===== src/rtl/osc_task_pkg.sv =====
package osc_task_pkg;
  typedef enum logic [1:0] {
    CK_OFF   = 2'd0,
    CK_RAMP  = 2'd1,
    CK_ON    = 2'd2,
    CK_DRAIN = 2'd3
  } ck_state_e;

  // Event slots: order fixes mask bit positions.
  localparam int EV_HF  = 0;
  localparam int EV_LF  = 1;
  localparam int EV_CAL = 2;
  localparam int NUM_EV = 3;
endpackage


===== src/rtl/osc_clk_fsm.sv =====
module osc_clk_fsm
  import osc_task_pkg::*;
#(
  parameter bit RESTART_OK = 1'b0  // 1: start honoured in every state
) (
  input  logic      clk,
  input  logic      rst,
  input  logic      start_i,
  input  logic      stop_i,
  output ck_state_e state_o,
  output logic      run_o,
  output logic      up_o,    // entering on at this edge
  output logic      down_o   // entering off at this edge
);
  ck_state_e state_q, state_n;
  logic      run_q, run_n;

  always_comb begin
    state_n = state_q;
    run_n   = run_q;
    up_o    = 1'b0;
    down_o  = 1'b0;
    case (state_q)
      CK_OFF: begin
        if (start_i) begin
          state_n = CK_RAMP;
          run_n   = 1'b1;
        end
      end
      CK_RAMP: begin
        if (stop_i) begin
          state_n = CK_DRAIN;
          run_n   = 1'b0;
        end else if (start_i && RESTART_OK) begin
          state_n = CK_RAMP;
        end else begin
          state_n = CK_ON;
          up_o    = 1'b1;
        end
      end
      CK_ON: begin
        if (stop_i) begin
          state_n = CK_DRAIN;
          run_n   = 1'b0;
        end else if (start_i && RESTART_OK) begin
          state_n = CK_RAMP;
          run_n   = 1'b1;
        end
      end
      default: begin
        if (start_i) begin
          state_n = CK_RAMP;
          run_n   = 1'b1;
        end else begin
          state_n = CK_OFF;
          down_o  = 1'b1;
        end
      end
    endcase
  end

  always_ff @(posedge clk) begin
    if (rst) begin
      state_q <= CK_OFF;
      run_q   <= 1'b0;
    end else begin
      state_q <= state_n;
      run_q   <= run_n;
    end
  end

  assign state_o = state_q;
  assign run_o   = run_q;

  a_r2_leave_off: assert property (@(posedge clk) disable iff (rst)
    (state_q == CK_OFF && start_i) |=> (state_q == CK_RAMP && run_q));
  a_r2_ramp_done: assert property (@(posedge clk) disable iff (rst)
    (state_q == CK_RAMP && !stop_i && !(start_i && RESTART_OK)) |=> state_q == CK_ON);
  a_r3_on_holds: assert property (@(posedge clk) disable iff (rst)
    (!RESTART_OK && state_q == CK_ON && !stop_i) |=> state_q == CK_ON);
  a_r4_stop_drains: assert property (@(posedge clk) disable iff (rst)
    ((state_q == CK_ON || state_q == CK_RAMP) && stop_i) |=> (state_q == CK_DRAIN && !run_q));
endmodule


===== src/rtl/osc_evt_bank.sv =====
module osc_evt_bank #(
  parameter int N = 3
) (
  input  logic         clk,
  input  logic         rst,
  input  logic [N-1:0] hw_set_i,
  input  logic [N-1:0] sw_we_i,
  input  logic         sw_bit_i,
  input  logic         mask_set_i,
  input  logic         mask_clr_i,
  input  logic [N-1:0] mask_data_i,
  output logic [N-1:0] flags_o,
  output logic [N-1:0] mask_o,
  output logic         irq_o
);
  logic [N-1:0] flag_q;
  logic [N-1:0] mask_q;
  logic         irq_q;

  for (genvar i = 0; i < N; i++) begin : g_flag
    always_ff @(posedge clk) begin
      if (rst)              flag_q[i] <= 1'b0;
      else if (hw_set_i[i]) flag_q[i] <= 1'b1;
      else if (sw_we_i[i])  flag_q[i] <= sw_bit_i;
    end

    a_r8_sticky: assert property (@(posedge clk) disable iff (rst)
      (flag_q[i] && !sw_we_i[i]) |=> flag_q[i]);
    a_r8_hw_wins: assert property (@(posedge clk) disable iff (rst)
      hw_set_i[i] |=> flag_q[i]);
  end

  always_ff @(posedge clk) begin
    if (rst) begin
      mask_q <= '0;
      irq_q  <= 1'b0;
    end else begin
      if (mask_set_i)      mask_q <= mask_q | mask_data_i;
      else if (mask_clr_i) mask_q <= mask_q & ~mask_data_i;
      irq_q <= |(flag_q & mask_q);
    end
  end

  assign flags_o = flag_q;
  assign mask_o  = mask_q;
  assign irq_o   = irq_q;

  a_r9_clear_alias: assert property (@(posedge clk) disable iff (rst)
    (mask_clr_i && !mask_set_i) |=> ((mask_q & $past(mask_data_i)) == '0));
  a_r10_irq_low: assert property (@(posedge clk) disable iff (rst)
    ((flag_q & mask_q) == '0) |=> !irq_q);
  a_r10_irq_high: assert property (@(posedge clk) disable iff (rst)
    ((flag_q & mask_q) != '0) |=> irq_q);
endmodule


===== src/rtl/osc_task_ctrl.sv =====
module osc_task_ctrl
  import osc_task_pkg::*;
#(
  parameter int DATA_W    = 32,
  parameter int ADDR_W    = 4,
  parameter int SRC_W     = 2,
  parameter int SRC_POS   = 16,
  parameter int XTAL_CODE = 1
) (
  input  logic              clk,
  input  logic              rst,
  input  logic              wr_en,
  input  logic [ADDR_W-1:0] wr_addr,
  input  logic [DATA_W-1:0] wr_data,
  input  logic [ADDR_W-1:0] rd_addr,
  output logic [DATA_W-1:0] rd_data,
  input  logic              hw_hf_start,
  input  logic              hw_hf_stop,
  input  logic              hw_lf_start,
  input  logic              hw_lf_stop,
  input  logic              hw_cal,
  output logic              irq,
  output logic              lf_first_tick
);
  localparam logic [ADDR_W-1:0] A_HF_GO   = ADDR_W'(0);
  localparam logic [ADDR_W-1:0] A_HF_HALT = ADDR_W'(1);
  localparam logic [ADDR_W-1:0] A_LF_GO   = ADDR_W'(2);
  localparam logic [ADDR_W-1:0] A_LF_HALT = ADDR_W'(3);
  localparam logic [ADDR_W-1:0] A_CAL_GO  = ADDR_W'(4);
  localparam logic [ADDR_W-1:0] A_EV_BASE = ADDR_W'(5);
  localparam logic [ADDR_W-1:0] A_MSET    = ADDR_W'(8);
  localparam logic [ADDR_W-1:0] A_MCLR    = ADDR_W'(9);
  localparam logic [ADDR_W-1:0] A_HF_RUN  = ADDR_W'(10);
  localparam logic [ADDR_W-1:0] A_HF_STAT = ADDR_W'(11);
  localparam logic [ADDR_W-1:0] A_LF_RUN  = ADDR_W'(12);
  localparam logic [ADDR_W-1:0] A_LF_STAT = ADDR_W'(13);
  localparam logic [ADDR_W-1:0] A_LF_SEL  = ADDR_W'(14);
  localparam logic [ADDR_W-1:0] A_LF_COPY = ADDR_W'(15);
  localparam logic [SRC_W-1:0]  XTAL      = SRC_W'(XTAL_CODE);

  function automatic logic [DATA_W-1:0] stat_word(input logic [SRC_W-1:0] src);
    logic [DATA_W-1:0] w;
    w = '0;
    w[0] = 1'b1;
    w[SRC_POS +: SRC_W] = src;
    return w;
  endfunction

  // Request decode: non-zero register write ORed with hardware strobe.
  logic wr_nz;
  logic hf_go, hf_halt, lf_go, lf_halt, cal_go;
  assign wr_nz   = wr_en && (wr_data != '0);
  assign hf_go   = hw_hf_start | (wr_nz && wr_addr == A_HF_GO);
  assign hf_halt = hw_hf_stop  | (wr_nz && wr_addr == A_HF_HALT);
  assign lf_go   = hw_lf_start | (wr_nz && wr_addr == A_LF_GO);
  assign lf_halt = hw_lf_stop  | (wr_nz && wr_addr == A_LF_HALT);
  assign cal_go  = hw_cal      | (wr_nz && wr_addr == A_CAL_GO);

  ck_state_e hf_state, lf_state;
  logic      hf_run, hf_up, hf_down;
  logic      lf_run, lf_up, lf_down;

  osc_clk_fsm #(.RESTART_OK(1'b0)) u_hf_fsm (
    .clk(clk), .rst(rst), .start_i(hf_go), .stop_i(hf_halt),
    .state_o(hf_state), .run_o(hf_run), .up_o(hf_up), .down_o(hf_down));

  osc_clk_fsm #(.RESTART_OK(1'b1)) u_lf_fsm (
    .clk(clk), .rst(rst), .start_i(lf_go), .stop_i(lf_halt),
    .state_o(lf_state), .run_o(lf_run), .up_o(lf_up), .down_o(lf_down));

  logic [DATA_W-1:0] hf_stat, lf_stat;
  logic [SRC_W-1:0]  lf_sel, lf_copy;
  logic              cal_busy, tick_q;

  always_ff @(posedge clk) begin
    if (rst) begin
      hf_stat  <= '0;
      lf_stat  <= '0;
      lf_sel   <= '0;
      lf_copy  <= '0;
      cal_busy <= 1'b0;
      tick_q   <= 1'b0;
    end else begin
      if (wr_en && wr_addr == A_LF_SEL) lf_sel <= wr_data[SRC_W-1:0];
      if (lf_go) lf_copy <= lf_sel;
      if (hf_up)        hf_stat <= stat_word(XTAL);
      else if (hf_down) hf_stat <= '0;
      if (lf_up)        lf_stat <= stat_word(lf_copy);
      else if (lf_down) lf_stat[0] <= 1'b0;
      cal_busy <= cal_go;
      tick_q   <= lf_up;
    end
  end

  // Event bank
  logic [NUM_EV-1:0] ev_set, ev_we, ev_flags, ev_mask;
  always_comb begin
    ev_set         = '0;
    ev_set[EV_HF]  = hf_up;
    ev_set[EV_LF]  = lf_up;
    ev_set[EV_CAL] = cal_busy;
  end

  for (genvar i = 0; i < NUM_EV; i++) begin : g_evwe
    assign ev_we[i] = wr_en && (wr_addr == A_EV_BASE + ADDR_W'(i));
  end

  osc_evt_bank #(.N(NUM_EV)) u_evt (
    .clk(clk), .rst(rst), .hw_set_i(ev_set), .sw_we_i(ev_we),
    .sw_bit_i(wr_data[0]),
    .mask_set_i(wr_en && wr_addr == A_MSET),
    .mask_clr_i(wr_en && wr_addr == A_MCLR),
    .mask_data_i(wr_data[NUM_EV-1:0]),
    .flags_o(ev_flags), .mask_o(ev_mask), .irq_o(irq));

  // Registered readback
  logic [DATA_W-1:0] rd_n, rd_q;
  always_comb begin
    rd_n = '0;
    case (rd_addr)
      A_EV_BASE:                rd_n[0] = ev_flags[EV_HF];
      A_EV_BASE + ADDR_W'(1):   rd_n[0] = ev_flags[EV_LF];
      A_EV_BASE + ADDR_W'(2):   rd_n[0] = ev_flags[EV_CAL];
      A_MSET, A_MCLR:           rd_n[NUM_EV-1:0] = ev_mask;
      A_HF_RUN:                 rd_n[0] = hf_run;
      A_HF_STAT:                rd_n = hf_stat;
      A_LF_RUN:                 rd_n[0] = lf_run;
      A_LF_STAT:                rd_n = lf_stat;
      A_LF_SEL:                 rd_n[SRC_W-1:0] = lf_sel;
      A_LF_COPY:                rd_n[SRC_W-1:0] = lf_copy;
      default:                  rd_n = '0;
    endcase
  end

  always_ff @(posedge clk) begin
    if (rst) rd_q <= '0;
    else     rd_q <= rd_n;
  end

  assign rd_data       = rd_q;
  assign lf_first_tick = tick_q;

  a_r7_cal_done: assert property (@(posedge clk) disable iff (rst)
    cal_busy |=> ev_flags[EV_CAL]);
  a_r5_tick_event: assert property (@(posedge clk) disable iff (rst)
    tick_q |-> (ev_flags[EV_LF] && lf_stat[0]));
  a_r5_tick_single: assert property (@(posedge clk) disable iff (rst)
    (tick_q && !lf_up) |=> !tick_q);
  a_r6_keep_source: assert property (@(posedge clk) disable iff (rst)
    (lf_down && !lf_up) |=> (!lf_stat[0] &&
      lf_stat[SRC_POS +: SRC_W] == $past(lf_stat[SRC_POS +: SRC_W])));
  a_r11_zero_write: assert property (@(posedge clk) disable iff (rst)
    (wr_en && wr_addr == A_HF_GO && wr_data == '0 && !hw_hf_start && hf_state == CK_OFF)
      |=> hf_state == CK_OFF);
  a_r4_lf_stop: assert property (@(posedge clk) disable iff (rst)
    (lf_state == CK_ON && lf_halt) |=> !lf_run);
endmodule


===== config.mk =====
export PLATFORM = sky130hd
export DESIGN_NAME = osc_task_ctrl
export DESIGN_NICKNAME = d
export VERILOG_FILES = /design/src/rtl/osc_task_pkg.sv /design/src/rtl/osc_clk_fsm.sv /design/src/rtl/osc_evt_bank.sv /design/src/rtl/osc_task_ctrl.sv
export SDC_FILE = /design/constraint.sdc
export NUM_CORES = 1
export LEC_CHECK = 0
export ABC_AREA = 1
export BUFFER_PORTS_ARGS = -buffer_cell sky130_fd_sc_hd__buf_2
export CORE_ASPECT_RATIO = 2
export CORE_UTILIZATION = 51
export DETAILED_ROUTE_END_ITERATION = 8
export GPL_TIMING_DRIVEN = 0
export PLACE_DENSITY = 0.85
export REMOVE_ABC_BUFFERS = 1
export SLEW_MARGIN = 20
export SYNTH_ARGS = -nofsm -noshare
export SYNTH_HDL_FRONTEND = slang
export SYNTH_SLANG_ARGS = --single-unit

===== constraint.sdc =====
create_clock -name clk -period 3.6 [get_ports clk]
set_input_delay 0.18 -clock clk [delete_from_list [all_inputs] [get_ports clk]]
set_output_delay 0.18 -clock clk [all_outputs]
set_load 0.01 [all_outputs]

Word level (Yosys, flattened, before mapping)
Index checks and enable logic that the tools add are counted.
W data, S select, Z words.
Word-level totals
  register bits after elaboration: 56
  logic and storage cells: 129
Operators by class
  equality and inequality tests: 29
  mux-type cells: 41
  bitwise logic cells: 10
  reduce and logical (&&, ||, !) cells: 31
Operators by type and width (count)
  $eq A4 B4 Y1 const B: 11
  $mux W17: 2
  $reduce_bool A32 Y1: 1
  $pmux W15 S2: 1
  $eq A4 B3 Y1 const B: 7
  $mux W1: 25
  $reduce_bool A2 Y1: 7
  $logic_and A1 B1 Y1: 12
  $mux W2: 6
  $pmux W2 S3: 2
  $pmux W1 S10: 1
  $reduce_or A3 Y1: 3
  $eq A4 B2 Y1 const B: 2
  $and A3 B3 Y3: 2
  $mux W3: 2
  $ne A2 B2 Y1 const B: 3
  $reduce_or A2 Y1: 3
  $or A1 B1 Y1: 5
  $eq A2 B1 Y1 const B: 2
  $eq A2 B2 Y1 const B: 2
  $eq A4 B1 Y1 const B: 1
  $logic_not A2 Y1: 2
  $logic_not A4 Y1: 1
  $reduce_and A2 Y1: 2
  6 further kinds: 6

Depth between registers and ports, before layout
Gate-level depths: netlist (run 1).
  depth in word-level cells: 8
  mapped depth: 12
  depth with buffers taken out: 12

Cells and area by module
A second synthesis (run 1) with hierarchy kept.
Second synthesis, totals
  cells, all modules: 306
  area, all modules: 1903.1 um2
Modules (own cells, without submodules)
  osc_task_ctrl: instances 1, cells each 188, area an instance 1131.1 um2, sequential area each 300.3 um2
  osc_evt_bank: instances 1, cells each 47, area an instance 295.3 um2, sequential area each 140.1 um2
  osc_clk_fsm (u_lf_fsm): instances 1, cells each 41, area an instance 257.7 um2, sequential area each 60.1 um2
  osc_clk_fsm (u_hf_fsm): instances 1, cells each 30, area an instance 219.0 um2, sequential area each 60.1 um2

Worst setup path before layout (run 1)
OpenSTA, ideal clock, no wires.
  path kind: reg-to-reg
  from: reg u_lf_fsm.state_q[1] (netlist: u_lf_fsm.state_o[1])
  to: reg u_lf_fsm.state_q[0] (netlist: u_lf_fsm.state_o[0])
  setup time: 0.119 ns
  arrival time: 1.083 ns
  required time: 3.481 ns
  setup slack: 2.398 ns
  stages on the path, launching flop included: 7
  period minus slack after synthesis: 1.202 ns
  cells stage by stage: dfxtp_1 -> inv_1 -> ha_1 -> nor2_1 -> inv_1 -> o31ai_1 -> o21ai_1
Between the ends
  cells in the longest elaborated chain, start to end: 2
  elaborated cells on any way between the ends: 4
  those cells by class: eq/ne (2); mux (1); reduce/logical (1)
Ends and longest elaborated chain
  start, declared: line osc_clk_fsm.sv:15  | ck_state_e state_q, state_n;
  start signal, assigned: line osc_clk_fsm.sv:67  | state_q <= state_n;
  $eq A2 B2 Y1, or another cell as far along: line osc_clk_fsm.sv:23  | case (state_q)
  $pmux W2 S3 *: line osc_clk_fsm.sv:23
Every way passes the cells marked *; elsewhere a longest branch is shown, timed or not.
A chain may end at the register's enable or synchronous reset.

Worst setup path in the final report (run 1)
Ends and elaborated chain as after synthesis.

==> results of run 1 <==
## final cells by class
| type | count | area share (%) |
|---|---|---|
| multi-input cells | 202 | 48.0 |
| flip-flops and latches | 28 | 26.2 |
| repair buffers | 54 | 12.6 |
| inverters | 45 | 7.89 |
| well taps | 48 | 2.80 |
| clock buffers | 4 | 2.57 |
## kinds of logic after synthesis
family,share of synthesized area (%)
and+or+nand+nor,31.5
buffers and inverters,20.3
DFF,30.0
adders and majority gates,6.69
AOI/OAI and AO/OA,10.8
other,0.201
muxes,0.535
## per-layer routing
| metal | track usage [%] | vias to the layer above |
|---|---|---|
| met5 | 0 | - |
| met2 | 40.0 | 66 |
| met4 | 13.5 | 0 |
| met3 | 2.47 | 13 |
| met1 | 22.5 | 838 |
| li1 | - | 929 |
## placed cells by master, fill, tap and decap left out, types with 2 or more instances in the layout
master / n
nand2_1: 54
clkbuf_8: 4
o21ai_0: 10
nor2_1: 37
dfxtp_1: 28
a21oi_1: 14
a31oi_1: 3
buf_2: 54
nor3_1: 4
nand3_4: 2
inv_1: 43
ha_1: 10
inv_2: 2
nand2_2: 3
nand4_1: 7
conb_1: 27
nand3_1: 16
o31ai_1: 2
## power groups by stage
| stage | registers (mW) | logic (mW) | clock network (mW) |
|---|---|---|---|
| 6_report | 0.402 | 0.315 | 0.194 |
| 5_1_grt | 0.409 | 0.359 | 0.211 |
| 4_1_cts | 0.400 | 0.313 | 0.200 |
| 3_5_place_dp | 0.408 | 0.312 | 0 |
| 3_3_place_gp | 0.407 | 0.302 | 0 |
| 2_1_floorplan | 0.396 | 0.236 | 0 |
## critical path: cells and delay by family, from the launching register on
kind | cells | cell delay, ns
DFF | 1 | 0.44
and+or+nand+nor | 1 | 0.14
buffers and inverters | 2 | 0.18
adders and majority gates | 1 | 0.24
AOI/OAI and AO/OA | 2 | 0.32
## metrics by stage
step | utilization, % | area, sq um | total power, mW | worst slack, ns
after global routing | 62.0 | 2140 | 0.979 | 2.10
final | 62.0 | 2140 | 0.911 | 2.17
after global placement | 60.4 | 2090 | 0.710 | 2.13
after floorplan | - | 1760 | 0.632 | 2.40
after CTS | 62.0 | 2140 | 0.914 | 2.20
after detailed placement | 60.4 | 2090 | 0.719 | 2.11
## worst max path at each step
| stage | slack (ns) | depth (start not counted) | end |
|---|---|---|---|
| after floorplan | 2.40 | 6 | u_lf_fsm.state_o[0] |
| after global placement | 2.13 | 12 | lf_stat[17] |
| after detailed placement | 2.11 | 12 | lf_stat[17] |
| after CTS | 2.20 | 7 | u_lf_fsm.state_o[1] |
| after global routing | 2.10 | 7 | u_lf_fsm.state_o[1] |
| final | 2.17 | 6 | u_lf_fsm.state_o[0] |
==> metrics, run 1 <==
critical path endpoint category=flop; Worst Setup SP=u_lf_fsm.state_o[1]; drt pass-1 iters=4; first-pass GRT wire length=between 6000 and 7000 um; Critical Path Fanout Max=5; Fin Clk Skew=between 0.005 and 0.006 ns; Total Routing Usage GR=approximately 22%; Mean Syn Cell Area=roughly 6.7 sq um; leakage=1.17 nW; CTS buffer count=3; dpl cells=approximately 380; share of cells above drive strength 1=a little over a fifth; Netlist cell types=31; critical path startpoint category=flop; Min-Delay Path Depth=3; Hold Fails Final Rpt=0; initial core utilization=between 50 and 60%; sequential element share of the synthesized area=roughly 30%; sw frac=35.7%; detailed-route via count=1846; Core Area=3450 sq um; count leader, synth=nand2_1; FF+latch area=between 500 and 600 sq um; Critical Path AT=1.60 ns; Min-Delay Endpoint=cal_busy; Mapped Cells=278; reg2reg start=u_lf_fsm.state_o[1]; CP cell instances=inv_1, ha_1, nor2_1, inv_1, o31ai_1, o21ai_1; status=completed; area share of the largest cell type after synthesis=30.0%; largest net degree at the start of global routing=17; Data required, critical path=3.77 ns; most used cell, CP=inv_1; slowest CP cell=dfxtp_1; drt wl/cell=about 10 um; Starting DRT DRC Count=between 40 and 50; nets@finish=around 390; sequential share of power=44.1%; CTS root buf=clkbuf_8; most frequent cells after synthesis=nand2_1 (54), inv_1 (43), nor2_1 (37); synthesized area=1870 sq um; multi-input logic area=between 1000 and 1500 sq um; final hold slack=0.125 ns; r2r endpoint=u_lf_fsm.state_o[0]; Setup Total Neg Slack=0 ns; maximum buffer depth of the clock tree=2; die height=87.6 um; clk_lat worst skew=about 0.28 ns; P&R area growth vs syn=14.6%; number of synthesized register bits=28; vias in the first global route=between 1500 and 2000; critical path type=flop to flop; Final Cycle Share=between 30% and 40%; largest area contributor in the netlist=dfxtp_1; EDFF count, synth=0; final wirelength=3950 um; Post-CTS Setup Inserts=0; hpwl dp=around 3200 um; met3 wire len=between 150 and 200 um; GRT Residual Overflow=0; Final Max Slew Viols=0; Std-Cell Rows=30; DRC Markers=0; HP Start=hw_cal; I/O pins=82; Layout Cells excl Fill=381; Async SR Flop Fraction=0%; clk sink count=28; Clk pwr share=21.3%; initial antenna violation count=0; max cap viols=0; Gate power share=around 35%; Hold Buf Count CTS=0; PortBufs=54; post-cts sizing count=0; die area=around 3900 sq um; Max H-tree Level=1; Net Sw Power=326 uW; Die W=44.8 um; FF-to-FF path depth=6; Hold Crit Class=input port to flop; Via density=slightly below 5; Worst-path clk slew=~0.090 ns; diode count=0; DRT met1 WL=1440 um; PD cells=around 430 nW/um^2; Power Internal=between 500 and 600 uW; wire length on met2=around 2200 um; filler cell count=around 360; Ys Warns=0; TritonCTS clock tree=built; dominant cells by area after synthesis=dfxtp_1 (30%), buf_4 (11%), nand2_1 (11%); RSZ-0062 raised after global routing=no; r2r setup slk=between 2 and 2.5 ns; Post-DRT Antenna Nets=0; top routing layer in use=met4; min cycle time layout=1.43 ns; maximum operating frequency=between 0.7 and 0.8 GHz; CP max stage delay=0.44 ns; GP Congestion=approximately 0.8; Setup violations, final=0; Worst IR Drop VDD=slightly below 0.3 mV; Top FF cell, synth=dfxtp_1
(Power assumes the default switching activity.)
==> run 2, diff against run 1 <==
CORE_UTILIZATION = 43   (was 51)
PLACE_DENSITY = 0.77   (was 0.85)
clock period = 1.2 ns   (was 3.6 ns; I/O delays follow)
==> run 2 against run 1 <==
Against the previous run:
- combinational power rose to 3.5 times the previous value
- critical path type unchanged
- count of clock-buffer cells in the layout unchanged
- global-route usage down 3.8 points
- critical endpoint is now lf_stat[17]
- power rose to 3.2 times the previous value
- sequential power rose to 3.1 times the previous value
- clock skew up 0.0031 ns
- first-iteration DRC count down 34%
- setup slack worse by 2.2 ns
- highest routed layer unchanged
==> metrics, run 2 (synthesized netlist as in run 1, its figures left out) <==
CP max stage delay=0.38 ns (was 0.44 ns); initial antenna violation count=0 (unchanged); diode count=0 (unchanged); r2r endpoint=lf_stat[17] (was u_lf_fsm.state_o[0]); Post-DRT Antenna Nets=0 (unchanged); Final Cycle Share=98.4% (was 39.7%); die height=95.2 um (was 87.6 um); Buf+Inv Stages, Crit Path=1 (was 2); Setup Total Neg Slack=0 ns (unchanged); leakage=1.18 nW (was 1.17 nW); Starting DRT DRC Count=31 (was 47); Min-Delay Path Depth=3 (unchanged); met3 wire len=142 um (was 176 um); status=completed (unchanged); initial core utilization=45.3% (was 54.1%); Critical Path Fanout Max=5 (unchanged); Core Area=4130 sq um (was 3450 sq um); Std-Cell Rows=33 (was 30); vias in the first global route=1628 (was 1638); Hold Crit Class=input port to flop (unchanged); Data required, critical path=1.36 ns (was 3.77 ns); GP Congestion=0.855 (was 0.820); DP Worst Slack=-0.170 ns (was 2.11 ns); final hold slack=0.0229 ns (was 0.125 ns); CTS root buf=clkbuf_8 (unchanged); DRT met1 WL=1480 um (was 1440 um); Hold Fails Final Rpt=0 (unchanged); CP cell instances=inv_4, ha_4, nand3_4, nor3_1, a21oi_1 (was inv_1, ha_1, nor2_1, inv_1, o31ai_1, o21ai_1); TritonCTS clock tree=built (unchanged); FF-to-FF path depth=5 (was 6); most common cell after layout, fill and taps aside=buf_2; slowest CP cell=dfxtp_4 (was dfxtp_1); GRT Residual Overflow=0 (unchanged); Worst-path clk slew=0.10 ns (was 0.09 ns); largest net degree at the start of global routing=17 (unchanged); DRC Markers=0 (unchanged); PD cells=1330 nW/um^2 (was 425 nW/um^2); share of cells above drive strength 1=26.0% (was 21.0%); Die W=48.6 um (was 44.8 um); first-pass GRT wire length=6490 um (was 6520 um); P&R area growth vs syn=18.9% (was 14.6%); min cycle time layout=1.18 ns (was 1.43 ns); wire length on met2=2270 um (was 2220 um); hpwl dp=3300 um (was 3230 um); final wirelength=4020 um (was 3950 um); Setup violations, final=0 (unchanged); maximum operating frequency=0.847 GHz (was 0.700 GHz); critical path's top delay family=simple AND/OR/NAND/NOR gates (was flip-flops); HP Start=wr_data[2] (was hw_cal); I/O pins=82 (unchanged); die area=4630 sq um (was 3930 sq um); fin worst setup slack=0.0187 ns (was 2.17 ns); CTS buffer count=3 (unchanged); clk_lat worst skew=0.29 ns (was 0.28 ns); top routing layer in use=met4 (unchanged); critical path endpoint category=flop (unchanged); Via density=4.70 (was 4.85); Final Max Slew Viols=0 (unchanged); clk sink count=28 (unchanged); Worst path depth=5 (was 6); RSZ-0062 raised after global routing=yes (was no); detailed-route via count=1819 (was 1846); Fin Clk Skew=0.00913 ns (was 0.00600 ns); drt wl/cell=10.4 um (about the same); filler cell count=434 (was 361); maximum buffer depth of the clock tree=2 (unchanged); r2r setup slk=0.02 ns (was 2.17 ns); max cap viols=0 (unchanged); Worst IR Drop VDD=0.745 mV (was 0.296 mV); Critical Path AT=1.35 ns (was 1.60 ns); PortBufs=54 (unchanged); reg2reg start=u_lf_fsm.state_o[1] (unchanged); critical path startpoint category=flop (unchanged); Max H-tree Level=1 (unchanged); critical path type=flop to flop (unchanged); drt pass-1 iters=4 (unchanged); commonest cells after routing, fill and taps aside=buf_2 (54), nand2_1 (53), inv_1 (39) (was nand2_1 (54), buf_2 (54), inv_1 (43)); Total Routing Usage GR=18.0% (was 21.9%); nets@finish=394 (was 392)
run 2: changes by cell type in the layout (fill, tap and decap cells not counted), moves of 2 or more:
cell	delta
dfxtp_1	-4
dfxtp_4	+3
ha_1	-4
ha_2	+2
ha_4	+2
inv_1	-4
inv_2	+3
run 2: where the power goes:
| part | internal (mW) | switching (mW) |
|---|---|---|
| clock network | 0.295 | 0.311 |
| registers | 1.10 | 0.147 |
| logic | 0.485 | 0.617 |
run 2: stage by stage:
step	instances	utilization (%)	total power [mW]	area (sq um)
floorplan	275	-	1.90	1760
global placement	381	50.7	2.13	2090
detailed placement	381	50.7	2.17	2090
CTS	387	53.0	2.84	2190
global route	387	53.8	3.15	2220
finish	387	53.8	2.96	2220
run 2: how the worst max path moves through the flow:
stage	slack (ns)	start	end
after floorplan	-0.002	u_lf_fsm.state_o[1]	u_lf_fsm.state_o[0]
after global placement	-0.15	wr_data[1]	u_hf_fsm.state_o[0]
after detailed placement	-0.17	wr_data[1]	u_hf_fsm.state_o[0]
after CTS	0.007	u_lf_fsm.state_o[0]	u_lf_fsm.state_o[1]
after global routing	-0.05	u_lf_fsm.state_o[1]	u_lf_fsm.state_o[1]
final	0.02	u_lf_fsm.state_o[1]	lf_stat[17]
run 2: layout make-up:
| cell class | instances | area (sq um) | area share [%] |
|---|---|---|---|
| Multi-Input combinational cell | 202 | 1070 | 48.2 |
| Sequential cell | 28 | 573 | 25.8 |
| Timing Repair Buffer | 56 | 288 | 12.9 |
| Inverter | 45 | 171 | 7.71 |
| Tap cell | 52 | 65.1 | 2.93 |
| Clock buffer | 4 | 55.1 | 2.48 |
run 2: layer usage:
layer,vias up,track usage (%)
met2,57,37.5
met4,0,10.3
met3,11,1.59
met1,817,16.3
met5,-,0
li1,934,-
run 2: timing repair:
item                       CTS  global route
setup buffers                1             0
gates resized for setup     10            12
pin swaps                    1             3
setup endpoints to repair    6             4
hold buffers                 1             0
hold endpoints to repair     1             0
gates cloned                 0             0
run 2: worst min-delay path, stage by stage:
cell	delay (ns)
buf_2	0.10
nand2_1	0.06
a21oi_1	0.05
==> run 3, diff against run 2 <==
CORE_UTILIZATION = 47   (was 43)
PLACE_DENSITY = 0.79   (was 0.77)
clock period = 1.29 ns   (was 1.2 ns; I/O delays follow)
==> run 3 against run 2 <==
Against the previous run:
- sequential power fell by 7%
- count of clock-buffer cells in the layout fell by 1
- sequential cell count did not move
- sequential share of layout area rose by 0.31 points
- power fell by 5.1%
- combinational power fell by 13%
- global-route usage rose by 3.1 points
- setup slack improved by 0.038 ns
- largest power group unchanged
==> metrics, run 3 (synthesized netlist as in run 1, its figures left out) <==
P&R area growth vs syn=17.5% (was 18.9%); vias in the first global route=1732 (was 1628); drt wl/cell=10.6 um (was 10.4 um); die area=4250 sq um (was 4630 sq um); largest net degree at the start of global routing=17 (unchanged); CP max stage delay=0.37 ns (was 0.38 ns); CP cell instances=inv_1, ha_4, nor2_2, inv_2, o22ai_1, or2_1, a21boi_2 (was inv_4, ha_4, nand3_4, nor3_1, a21oi_1); final hold slack=0.00813 ns (was 0.0229 ns); slowest CP cell=dfxtp_4 (unchanged); nets@finish=392 (was 394); Power Internal=1.84 mW (was 1.88 mW); critical path endpoint category=flop (unchanged); Net Sw Power=966 uW (was 1.08 mW); GRT Residual Overflow=0 (unchanged); Core Area=3840 sq um (was 4130 sq um); critical path startpoint category=flop (unchanged); critical path's top delay family=flip-flops (was simple AND/OR/NAND/NOR gates); sw frac=34.4% (was 36.3%); Worst-path clk slew=0.10 ns (about the same); Setup violations, final=0 (unchanged); die height=91.2 um (was 95.2 um); leakage=1.18 nW (about the same); Starting DRT DRC Count=21 (was 31); Fin Clk Skew=0.00543 ns (was 0.00913 ns); Die W=46.6 um (was 48.6 um); CTS root buf=clkbuf_8 (unchanged); hpwl dp=3270 um (was 3300 um); Final Cycle Share=95.6% (was 98.4%); TritonCTS clock tree=built (unchanged); first-pass GRT wire length=6780 um (was 6490 um); Post-DRT Antenna Nets=0 (unchanged); PD cells=1280 nW/um^2 (was 1330 nW/um^2); I/O pins=82 (unchanged); Post-CTS Setup Inserts=0 (was 1); drt pass-1 iters=4 (unchanged); Hold Crit Class=input port to flop (unchanged); max cap viols=0 (unchanged); Std-Cell Rows=32 (was 33); Final Max Slew Viols=0 (unchanged); Worst IR Drop VDD=0.632 mV (was 0.745 mV); Hold Fails Final Rpt=0 (unchanged); maximum buffer depth of the clock tree=2 (unchanged); Clk pwr share=24.8% (was 20.5%); diode count=0 (unchanged); commonest cells after routing, fill and taps aside=buf_2 (54), nand2_1 (53), inv_1 (42) (was buf_2 (54), nand2_1 (53), inv_1 (39)); PortBufs=54 (unchanged); critical path type=flop to flop (unchanged); share of cells above drive strength 1=23.7% (was 26.0%); Non-Filler Cell Area, Final=2200 sq um (was 2220 sq um); Via density=4.73 (was 4.70); status=completed (unchanged); most common cell after layout, fill and taps aside=buf_2 (unchanged); Hold Buf Count CTS=0 (was 1); maximum operating frequency=0.811 GHz (was 0.847 GHz); Total Routing Usage GR=21.1% (was 18.0%); Layout Cells excl Fill=384 (was 387); initial antenna violation count=0 (unchanged); sequential share of power=41.2% (was 42.3%); initial core utilization=48.6% (was 45.3%); Buf+Inv Stages, Crit Path=2 (was 1); min cycle time layout=1.23 ns (was 1.18 ns); Data required, critical path=1.51 ns (was 1.36 ns); DRC Markers=0 (unchanged); clk_lat worst skew=0.28 ns (was 0.29 ns); CTS buffer count=3 (unchanged); GP Congestion=0.897 (was 0.855); Pwr Total=2.81 mW (was 2.96 mW); Max H-tree Level=1 (unchanged); placed inst area=2090 sq um (about the same); Gate power share=34.0% (was 37.2%); clk sink count=28 (unchanged); dpl cells=380 (was 381); final wirelength=4070 um (was 4020 um); Critical Path AT=1.45 ns (was 1.35 ns); Critical Path Fanout Max=5 (unchanged); detailed-route via count=1816 (was 1819)
-- run 3: path summary, 6_finish.rpt --
| path | startpoint | to | slack (ns) | cells past startpoint |
|---|---|---|---|---|
| worst max register to register | u_lf_fsm.state_o[1] | u_lf_fsm.state_o[1] | 0.06 | 7 |
| worst min-delay path | hw_cal | cal_busy | 0.008 | 3 |
| worst max-delay path | u_lf_fsm.state_o[1] | u_lf_fsm.state_o[1] | 0.06 | 7 |
| worst min register to register | lf_stat[16] | rd_data[16] | 0.47 | 2 |
-- run 3: power groups by stage --
stage	Combinational, mW	Sequential (mW)	Clock [mW]
final	0.954	1.16	0.698
after detailed placement	0.870	1.14	0
after floorplan	0.658	1.11	0
after global placement	0.853	1.14	0
after global routing	1.07	1.18	0.741
after CTS	0.881	1.13	0.704
-- run 3: layer usage --
metal	vias up	global-route usage (%)	routed length (um)
met1	821	20.6	1480
li1	934	-	-
met2	52	39.8	2370
met4	0	9.56	106
met5	-	0	0
met3	9	1.99	112
-- run 3: final cells by class --
cell class,count,area [sq um]
multi-input combinational,202,1050
inverter,45,169
sequential,28,573
clock inverter,1,30.0
timing repair buffer,54,270
fill,397,1650
tap,51,63.8
clock buffer,3,41.3
-- run 3: worst reg2reg max path: cells and delay by family (launching register included) --
kind / cells / cell delay (ns)
buf+inv: 2 / 0.18
fa+ha+maj: 1 / 0.17
simple gates: 2 / 0.27
compound gates: 2 / 0.18
flops: 1 / 0.37
-- run 3: metrics by stage --
step                      utilization, %  setup TNS [ns]  setup slack [ns]
after floorplan                        -               0            0.0878
after global placement              54.4          -0.278           -0.0627
after detailed placement            54.4          -0.535            -0.114
after CTS                           56.4               0           0.00426
after global routing                57.2         -0.0266           -0.0206
final                               57.2               0            0.0570
-- run 3: timing repair --
item / in CTS / in global routing
pin swaps: 0 / 2
cloned: 0 / 0
setup endpoints to repair: 2 / 3
resized for setup: 3 / 10
